File: src/rtl/pt_walker_pkg.sv
package pt_walker_pkg;

    // entry bit positions; the walker decodes these directly
    localparam int PRESENT_BIT  = 0;
    localparam int WRITE_BIT    = 1;
    localparam int USER_BIT     = 2;
    localparam int ACCESSED_BIT = 5;
    localparam int DIRTY_BIT    = 6;
    localparam int NUM_LSB      = 8;

    typedef enum logic [2:0] {
        ST_IDLE,
        ST_DIR_REQ,
        ST_DIR_WAIT,
        ST_LEAF_REQ,
        ST_LEAF_WAIT,
        ST_WB_REQ,
        ST_WB_WAIT
    } walk_state_e;

    typedef enum logic [1:0] {
        FLT_DIR_ABSENT  = 2'd0,
        FLT_LEAF_ABSENT = 2'd1,
        FLT_READ_ONLY   = 2'd2,
        FLT_PRIV        = 2'd3
    } fault_e;

endpackage

File: src/rtl/pt_walk_addr.sv
module pt_walk_addr #(
    parameter int MEM_AW = 16,
    parameter int OFF_W  = 6,
    parameter int DIR_W  = 4,
    parameter int TBL_W  = 4,
    localparam int NUM_W = MEM_AW - OFF_W
) (
    input  logic [MEM_AW-1:0] root_i,
    input  logic [DIR_W-1:0]  req_vpn_hi_i,
    input  logic [TBL_W-1:0]  walk_vpn_lo_i,
    input  logic [NUM_W-1:0]  sub_num_i,
    output logic [MEM_AW-1:0] dir_addr_o,
    output logic [MEM_AW-1:0] leaf_addr_o
);

    // 4-byte entries: index scaled by 4
    always_comb begin
        dir_addr_o  = root_i + {{(MEM_AW-DIR_W-2){1'b0}}, req_vpn_hi_i, 2'b00};
        leaf_addr_o = {sub_num_i, {OFF_W{1'b0}}}
                    + {{(MEM_AW-TBL_W-2){1'b0}}, walk_vpn_lo_i, 2'b00};
    end

endmodule

File: src/rtl/pt_leaf_check.sv
module pt_leaf_check
    import pt_walker_pkg::*;
#(
    parameter int PTE_W = 32
) (
    input  logic [PTE_W-1:0] entry_i,
    input  logic             is_write_i,
    input  logic             is_user_i,
    output logic             ok_o,
    output fault_e           cause_o,
    output logic [PTE_W-1:0] new_entry_o,
    output logic             needs_wb_o
);

    always_comb begin
        ok_o    = 1'b0;
        cause_o = FLT_LEAF_ABSENT;
        // ranking: presence, then privilege, then write permission
        if (!entry_i[PRESENT_BIT]) begin
            cause_o = FLT_LEAF_ABSENT;
        end else if (is_user_i && !entry_i[USER_BIT]) begin
            cause_o = FLT_PRIV;
        end else if (is_write_i && !entry_i[WRITE_BIT]) begin
            cause_o = FLT_READ_ONLY;
        end else begin
            ok_o = 1'b1;
        end

        new_entry_o               = entry_i;
        new_entry_o[ACCESSED_BIT] = 1'b1;
        if (is_write_i) begin
            new_entry_o[DIRTY_BIT] = 1'b1;
        end
        needs_wb_o = ok_o && (new_entry_o != entry_i);
    end

endmodule

File: src/rtl/pt_walker.sv
module pt_walker
    import pt_walker_pkg::*;
#(
    parameter int VA_W   = 14,
    parameter int OFF_W  = 6,
    parameter int DIR_W  = 4,
    parameter int MEM_AW = 16,
    parameter int PTE_W  = 32
) (
    input  logic              clk,
    input  logic              rst_n,
    input  logic [MEM_AW-1:0] root_i,
    input  logic              req_valid_i,
    output logic              req_ready_o,
    input  logic [VA_W-1:0]   req_vaddr_i,
    input  logic              req_write_i,
    input  logic              req_user_i,
    output logic              mem_req_valid_o,
    input  logic              mem_req_ready_i,
    output logic              mem_req_we_o,
    output logic [MEM_AW-1:0] mem_req_addr_o,
    output logic [PTE_W-1:0]  mem_req_wdata_o,
    input  logic              mem_rsp_valid_i,
    input  logic [PTE_W-1:0]  mem_rsp_rdata_i,
    output logic              resp_valid_o,
    output logic              resp_fault_o,
    output logic [1:0]        resp_cause_o,
    output logic [MEM_AW-1:0] resp_paddr_o
);

    localparam int VPN_W = VA_W - OFF_W;
    localparam int TBL_W = VPN_W - DIR_W;
    localparam int NUM_W = MEM_AW - OFF_W;

    typedef struct packed {
        walk_state_e       state;
        logic [VA_W-1:0]   vaddr;
        logic              wr;
        logic              usr;
        logic [MEM_AW-1:0] ptr;
        logic [PTE_W-1:0]  entry;
        logic [NUM_W-1:0]  pfn;
        logic              resp_valid;
        logic              fault;
        fault_e            cause;
    } walk_regs_t;

    walk_regs_t r_d, r_q;

    logic [MEM_AW-1:0] dir_addr, leaf_addr;
    logic              leaf_ok, leaf_wb;
    fault_e            leaf_cause;
    logic [PTE_W-1:0]  leaf_new;

    pt_walk_addr #(
        .MEM_AW (MEM_AW),
        .OFF_W  (OFF_W),
        .DIR_W  (DIR_W),
        .TBL_W  (TBL_W)
    ) u_addr (
        .root_i        (root_i),
        .req_vpn_hi_i  (req_vaddr_i[VA_W-1 -: DIR_W]),
        .walk_vpn_lo_i (r_q.vaddr[OFF_W +: TBL_W]),
        .sub_num_i     (mem_rsp_rdata_i[NUM_LSB +: NUM_W]),
        .dir_addr_o    (dir_addr),
        .leaf_addr_o   (leaf_addr)
    );

    pt_leaf_check #(
        .PTE_W (PTE_W)
    ) u_check (
        .entry_i     (mem_rsp_rdata_i),
        .is_write_i  (r_q.wr),
        .is_user_i   (r_q.usr),
        .ok_o        (leaf_ok),
        .cause_o     (leaf_cause),
        .new_entry_o (leaf_new),
        .needs_wb_o  (leaf_wb)
    );

    always_comb begin
        r_d            = r_q;
        r_d.resp_valid = 1'b0;
        unique case (r_q.state)
            ST_IDLE: begin
                if (req_valid_i) begin
                    r_d.vaddr = req_vaddr_i;
                    r_d.wr    = req_write_i;
                    r_d.usr   = req_user_i;
                    r_d.ptr   = dir_addr;   // root sampled here only
                    r_d.state = ST_DIR_REQ;
                end
            end
            ST_DIR_REQ: begin
                if (mem_req_ready_i) r_d.state = ST_DIR_WAIT;
            end
            ST_DIR_WAIT: begin
                if (mem_rsp_valid_i) begin
                    if (!mem_rsp_rdata_i[PRESENT_BIT]) begin
                        r_d.resp_valid = 1'b1;
                        r_d.fault      = 1'b1;
                        r_d.cause      = FLT_DIR_ABSENT;
                        r_d.pfn        = '0;
                        r_d.state      = ST_IDLE;
                    end else begin
                        r_d.ptr   = leaf_addr;
                        r_d.state = ST_LEAF_REQ;
                    end
                end
            end
            ST_LEAF_REQ: begin
                if (mem_req_ready_i) r_d.state = ST_LEAF_WAIT;
            end
            ST_LEAF_WAIT: begin
                if (mem_rsp_valid_i) begin
                    r_d.cause = leaf_cause;
                    if (!leaf_ok) begin
                        r_d.resp_valid = 1'b1;
                        r_d.fault      = 1'b1;
                        r_d.pfn        = '0;
                        r_d.state      = ST_IDLE;
                    end else begin
                        r_d.fault = 1'b0;
                        r_d.pfn   = mem_rsp_rdata_i[NUM_LSB +: NUM_W];
                        r_d.entry = leaf_new;
                        if (leaf_wb) begin
                            r_d.state = ST_WB_REQ;
                        end else begin
                            r_d.resp_valid = 1'b1;
                            r_d.state      = ST_IDLE;
                        end
                    end
                end
            end
            ST_WB_REQ: begin
                if (mem_req_ready_i) r_d.state = ST_WB_WAIT;
            end
            ST_WB_WAIT: begin
                if (mem_rsp_valid_i) begin
                    r_d.resp_valid = 1'b1;
                    r_d.state      = ST_IDLE;
                end
            end
            default: r_d.state = ST_IDLE;
        endcase
    end

    always_ff @(posedge clk) begin
        if (!rst_n) begin
            r_q <= walk_regs_t'('0);
        end else begin
            r_q <= r_d;
        end
    end

    assign req_ready_o     = (r_q.state == ST_IDLE);
    assign mem_req_valid_o = (r_q.state == ST_DIR_REQ) || (r_q.state == ST_LEAF_REQ)
                          || (r_q.state == ST_WB_REQ);
    assign mem_req_we_o    = (r_q.state == ST_WB_REQ);
    assign mem_req_addr_o  = r_q.ptr;
    assign mem_req_wdata_o = r_q.entry;
    assign resp_valid_o    = r_q.resp_valid;
    assign resp_fault_o    = r_q.fault;
    assign resp_cause_o    = r_q.cause;
    assign resp_paddr_o    = {r_q.pfn, r_q.vaddr[OFF_W-1:0]};

endmodule

File: config.mk
export PLATFORM = sky130hd
export DESIGN_NAME = pt_walker
export DESIGN_NICKNAME = d
export VERILOG_FILES = /design/src/rtl/pt_walker_pkg.sv /design/src/rtl/pt_walk_addr.sv /design/src/rtl/pt_leaf_check.sv /design/src/rtl/pt_walker.sv
export SDC_FILE = /design/constraint.sdc
export NUM_CORES = 1
export LEC_CHECK = 0
export ABC_AREA = 1
export BUFFER_PORTS_ARGS = -buffer_cell sky130_fd_sc_hd__buf_4
export CORE_MARGIN = 4
export CORE_UTILIZATION = 48
export DETAILED_ROUTE_END_ITERATION = 10
export GPL_TIMING_DRIVEN = 0
export PLACE_DENSITY = 0.78
export SLEW_MARGIN = 20
export SYNTH_ARGS = -nofsm -noshare
export SYNTH_HDL_FRONTEND = slang
export SYNTH_HIERARCHICAL = 1
export SYNTH_SLANG_ARGS = --single-unit
File: constraint.sdc
create_clock -name clk -period 2 [get_ports clk]
set_input_delay 0.4 -clock clk [delete_from_list [all_inputs] [get_ports clk]]
set_output_delay 0.4 -clock clk [all_outputs]
set_load 0.02 [all_outputs]
==> results of run 1 <==
## metrics by stage
| step | setup WS (ps) | power (mW) | cells |
|---|---|---|---|
| 2_1_floorplan | 83.4 | 2.44 | 693 |
| 3_3_place_gp | -157 | 2.76 | 945 |
| 3_5_place_dp | -252 | 2.78 | 945 |
| 4_1_cts | 33.9 | 4.12 | 961 |
| 5_1_grt | 7.52 | 4.31 | 963 |
| 6_report | 96.6 | 4.10 | 963 |
## flip-flops by register name (all words and copies together), names as in the netlist
register / cells
r_q: 9
resp_cause_o: 2
resp_valid_o: 1
resp_fault_o: 1
resp_paddr_o: 16
mem_req_wdata_o: 32
mem_req_addr_o: 16
## cell type report
type,count,share of cell area (%)
clock inverter,6,1.57
sequential,77,25.1
buffer,151,17.3
inverter,35,2.14
timing repair buffer,121,14.8
tap,133,2.71
clock buffer,10,2.08
multi-input combinational,430,34.3
## worst max-delay path: cells and delay by family, from the launching register on
family | cells | cell delay (ps)
buffers and inverters | 5 | 720
DFF | 1 | 300
and+or+nand+nor | 1 | 130
## power by group
group          internal (mW)  switching, mW  total [mW]  leakage, nW
sequential              1.62         0.0503        1.67        0.626
clock                  0.717          0.625        1.34        0.109
combinational          0.507          0.587        1.09         2.29
total                   2.84           1.26        4.10         3.03
## cell families (layout without fill, tap and decap cells)
| family | after synthesis | in the layout | synth area share [%] |
|---|---|---|---|
| AND/OR/NAND/NOR | 351 | 351 | 33.7 |
| buffers and inverters | 186 | 323 | 24.6 |
| flip-flops | 77 | 77 | 31.9 |
| AO/OA/AOI/OAI | 67 | 67 | 7.43 |
| adder cells (fa/ha/maj) | 5 | 5 | 1.45 |
| XOR/XNOR | 4 | 4 | 0.725 |
| other | 2 | 3 | 0.155 |
## cell usage in the layout (no fill, tap or decap)
| cell | instances |
|---|---|
| inv_1 | 28 |
| clkbuf_8 | 9 |
| xor2_1 | 3 |
| o21ai_4 | 1 |
| fa_2 | 1 |
| nand2_2 | 4 |
| clkbuf_1 | 16 |
| buf_4 | 244 |
| o21bai_1 | 1 |
| xnor2_1 | 1 |
| o21ai_0 | 1 |
| nand3b_1 | 20 |
| nand2_1 | 163 |
| dfxtp_2 | 1 |
| nor3_1 | 1 |
| nor2_8 | 1 |
| nand3_2 | 5 |
| nor2_1 | 42 |
| a21oi_1 | 61 |
| conb_1 | 3 |
| nand3_1 | 102 |
| buf_2 | 9 |
| nor2_2 | 4 |
| clkinv_4 | 2 |
| a21boi_2 | 1 |
| clkinv_1 | 2 |
| ha_1 | 4 |
| buf_6 | 3 |
| clkinvlp_4 | 1 |
| nor2_4 | 2 |
| bufinv_16 | 2 |
| nand2_4 | 2 |
| buf_1 | 1 |
| a31oi_1 | 1 |
| dfxtp_1 | 76 |
| inv_8 | 1 |
| a21boi_1 | 1 |
| inv_2 | 5 |
| nand4_1 | 5 |
## final timing paths
path                            cells after the start  slack (ps)                        startpoint                               end
worst max register to register                      9         340              r_q[63]$_SDFFE_PN0P_   mem_req_wdata_o[1]$_SDFFE_PN0P_
worst min-delay path                                3         320                    req_vaddr_i[7]              r_q[71]$_SDFFE_PN0P_
worst min register to register                      2         460  mem_req_wdata_o[31]$_SDFFE_PN0P_  mem_req_wdata_o[31]$_SDFFE_PN0P_
worst max-delay path                                6         100              r_q[80]$_SDFFE_PN0P_                       req_ready_o
## per-layer routing
metal	share of wire (%)	vias to the layer above	global-route usage [%]	wire, um
met3	7.1	22	4.72	884
li1	-	2384	-	-
met5	0	-	0	0
met1	42	2100	26.4	5250
met4	2.0	0	6.94	246
met2	49	156	35.4	6030
## what timing repair did
item | 4_1_cts | 5_1_grt
resized for setup | 1 | 3
setup endpoints to repair | 1 | 3
pin swaps | 0 | 1
endpoints found under the hold margin | 0 | 0
hold buffers | 0 | 0
buffers inserted | 0 | 2
==> impl_metrics.ini, run 1 <==
[drt]
detail_route.wl_per_cell_um = 12.9
drt-initial-drc-count = 203
via_count = 4662
ant_nets = 0
drt_wl_total_um = 12400
firstDrtPassIters = 5
drc = 0
vias_per_cell = 4.84

[synth]
avgSynthCellArea_um2 = 6.99
syn-cell-area_um2 = 4840
post-synth-top-count-cell = nand2_1
synth_ff_type = dfxtp_1
synth_edf_count = 0
synth_commonest_cells = nand2_1 (163), buf_4 (122), nand3_1 (102)
synth_area_leaders = dfxtp_1 (32%), buf_4 (19%), nand2_1 (13%)
ys_warn_count = 6
async_flop_share_pct = 0
syn_inst = 692
synth-seq-area-share_pct = 31.9
yosys.area.top_type_share_pct = 31.9
synth-seq-cells = 77
synth_cell_types = 33
yosysTopAreaCell = dfxtp_1

[setup_path]
critPathMaxStageDelay_ps = 300
cp_max_fo = 10
cp_slowest_cell = dfxtp_1
crit_arrival_ps = 1500
worstSetupPathType = flip-flop to primary output
startpoint_type = flip-flop
required_ps = 1600
endpoint_kind = primary output
crit_top_cell = buf_4
cp_cell_sequence = buf_4 -> inv_1 -> nand2_1 -> inv_2 -> buf_4 -> buf_4

[final_layout]
layout-drive-gt1-share_pct = 35.9
fin_util_pct = 62.9
fin_nets = 899
final_area_um2 = 6140
diodes = 0
regArea_um2 = 1540
fillers = 910
multi_input_area_um2 = 2110
syn2layout_area_growth_pct = 27.1

[global_route]
grt_remaining_overflow = 0
grt_pass1_wl_um = 20000
grt_use_total_pct = 21.0
antenna_found_initial = 0
grt_max_degree = 15
first_global_vias = 4388

[place]
hpwl_um = 9650
post_dp_cell_area_um2 = 5900
numPortBuffers = 119
place.gp.congestion = 0.910

[timing]
fmax_mhz = 525
tightest_slew_ps = 541
hold-worst-slack_ps = 319
min_period_ps = 1900
slew_viol_final = 0
fin_crit_sh_pct = 95.2
setup-violations-final = 0
tns_ps = 0
rsz0062_at_grt = false
hold_viol = 0
fin_skew_ps = 8.81
slew_headroom_pct = 64.0

[floorplan]
core_um2 = 9770
start_util_pct = 49.5
die_y_um = 108
dieArea_um2 = 11700
ios = 140
rows = 36
fp.dieW_um = 108

[clock_tree]
clk_pin_slew_ps = 90
htreeDepth = 3
clockRootBuffer = clkbuf_8
insertion_delay_ps = 350
cts_tree = done
cts_made_buffers = 9
cts.sinks = 77
cts_buffer_depth = 2

[power_and_ir_drop]
power.leakage_nw = 3.03
vdd_ir_drop_max_mv = 0.465
powerDensity_nw_per_um2 = 668

[job]
maxCapViolations = 0

[min_path]
holdCritPathClass = primary input to flip-flop

[run_status]
status = finished clean
(Power assumes the default switching activity.)
==> run 2: changes to the inputs <==
--- a/config.mk
+++ b/config.mk
@@ -9,9 +9,12 @@
 export BUFFER_PORTS_ARGS = -buffer_cell sky130_fd_sc_hd__buf_4
 export CORE_MARGIN = 4
 export CORE_UTILIZATION = 48
+export CTS_CLUSTER_DIAMETER = 40
 export DETAILED_ROUTE_END_ITERATION = 10
 export GPL_TIMING_DRIVEN = 0
 export PLACE_DENSITY = 0.78
+export RECOVER_POWER = 50
+export SETUP_SLACK_MARGIN = 0.1
 export SLEW_MARGIN = 20
 export SYNTH_ARGS = -nofsm -noshare
 export SYNTH_HDL_FRONTEND = slang
==> run 2 against run 1 <==
Compared with the run above:
- total power down 7.5%
- first-iteration DRC count up 28%
- utilization down 2.7 points
- largest power group unchanged
==> impl_metrics.ini, run 2 (same netlist as run 1, synthesis figures left out) <==
[final_layout]
layout-drive-gt1-share_pct = 28.4
largest_reg_flops = 32
fin_nets = 900
syn2layout_area_growth_pct = 21.7
fillers = 976
final_area_um2 = 5880
most-common-layout-cells = buf_4 (173), nand2_1 (162), nand3_1 (101), clkbuf_1 (84), dfxtp_1 (76)
final_common_cell = buf_4
diodes = 0

[power_and_ir_drop]
powerDensity_nw_per_um2 = 645
power.leakage_nw = 2.73
p_int_mw = 2.56
vdd_ir_drop_max_mv = 0.359
p_switching_mw = 1.23
seq_power_share_pct = 43.9
switching_share_pct = 32.4
comb_power_share_pct = 27.6
clockPowerShare_pct = 28.5

[clock_tree]
cts.sinks = 77
clk_pin_slew_ps = 80
insertion_delay_ps = 340
hold_buffers = 0
cts_buffer_depth = 2
clockRootBuffer = clkbuf_8
htreeDepth = 3
cts_tree = done
cts_made_buffers = 9

[floorplan]
fp.dieW_um = 108
start_util_pct = 49.5
core_um2 = 9770
dieArea_um2 = 11700
rows = 36
die_y_um = 108
ios = 140

[global_route]
grt_pass1_wl_um = 19700
first_global_vias = 4478
grt_max_degree = 14
antenna_found_initial = 0
grt_remaining_overflow = 0
grt_use_total_pct = 20.6

[drt]
drt_wl_total_um = 12300
via_count = 4654
drc = 0
vias_per_cell = 4.83
detail_route.wl_per_cell_um = 12.8
firstDrtPassIters = 5
drt-initial-drc-count = 259
ant_nets = 0

[job]
maxCapViolations = 0

[setup_path]
startpoint_type = flip-flop
crit_top_cell = buf_4
worstSetupPathType = flip-flop to primary output
r2r_slack_ps = 350
cp_cell_sequence = buf_4 -> buf_2 -> a21oi_1 -> buf_4
critPathBufInv = 3
endpoint_kind = primary output
cp_slowest_cell = dfxtp_1
critPathMaxStageDelay_ps = 380
crit_arrival_ps = 1420
path_delay_family = buffers and inverters
required_ps = 1600
cp_max_fo = 10

[timing]
slew_viol_final = 0
setup-violations-final = 0
fmax_mhz = 550
min_period_ps = 1820
slew_headroom_pct = 63.1
hold_viol = 0
tightest_slew_ps = 553
fin_ws_ps = 183
fin_skew_ps = 6.43
rsz0062_at_grt = false
tns_ps = 0
fin_crit_sh_pct = 90.8

[place]
hpwl_um = 9650
pre_cts_ws_ps = -211
post_dp_cell_area_um2 = 5900
place.gp.congestion = 0.899
numPortBuffers = 119

[min_path]
holdCritPathClass = primary input to flip-flop

[run_status]
status = finished clean
==> run 2: changes by cell type in the layout (fill, tap and decap cells not counted), sizes merged <==
cell | previous run | this run
buf | 257 | 190
bufinv | 2 | 0
clkbuf | 25 | 94
clkinv | 4 | 5
==> run 2: final timing paths <==
| kind | start | end | depth (start not counted) |
|---|---|---|---|
| min | req_vaddr_i[3] | resp_paddr_o[3]$_SDFFE_PN0P_ | 3 |
| max | r_q[79]$_SDFFE_PN0P_ | mem_req_valid_o | 4 |
| max reg2reg | r_q[63]$_SDFFE_PN0P_ | resp_paddr_o[10]$_SDFFE_PN0P_ | 8 |
| min reg2reg | mem_req_wdata_o[21]$_SDFFE_PN0P_ | mem_req_wdata_o[21]$_SDFFE_PN0P_ | 2 |
==> run 2: area by class of cell <==
type | instances | area [um^2] | area share [%]
Multi-Input combinational cell | 430 | 2130 | 36.2
Sequential cell | 77 | 1540 | 26.2
Buffer | 151 | 1070 | 18.1
Timing Repair Buffer | 122 | 672 | 11.4
Tap cell | 133 | 166 | 2.83
Clock buffer | 11 | 141 | 2.40
Inverter | 35 | 131 | 2.23
Clock inverter | 5 | 35.0 | 0.595
==> run 2: worst reg2reg max path: stages, from the launching register on <==
cell and delay (ps):
dfxtp_1 360, nand2_2 110, nand3_2 80, inv_1 80
nand2_1 60, clkinv_1 150, clkbuf_1 390, nand3_1 150
a21oi_1 190
==> run 2: what timing repair did <==
| action | 4_1_cts | 5_1_grt |
|---|---|---|
| endpoints found under the setup margin | 1 | 6 |
| buffers inserted | 0 | 3 |
| pin swaps | 0 | 12 |
| gates resized for setup | 3 | 11 |
==> run 2: power groups by stage <==
stage / combinational [mW] / clock (mW) / sequential (mW)
6_report: 1.05 / 1.08 / 1.67
5_1_grt: 1.16 / 1.16 / 1.68
4_1_cts: 1.09 / 1.11 / 1.67
3_5_place_dp: 1.08 / 0 / 1.70
3_3_place_gp: 1.06 / 0 / 1.70
2_1_floorplan: 0.752 / 0 / 1.69
==> run 2: metrics by stage <==
step / total power [mW] / util, % / std cells / hold WS (ps)
finish: 3.80 / 60.2 / 964 / 327
floorplan: 2.44 / - / 693 / 440
global placement: 2.76 / 60.4 / 945 / 448
detailed placement: 2.78 / 60.4 / 945 / 453
CTS: 3.86 / 62.2 / 961 / 309
global route: 4.00 / 60.2 / 964 / 319
==> run 2: per-layer routing <==
layer  part of all wire [%]  vias to the layer above  GRT usage (%)
met5                      0                        -              0
met4                    1.5                        0           7.03
met3                    7.6                       18           4.72
met2                     48                      164           35.2
met1                     42                     2091           25.6
li1                       -                     2381              -
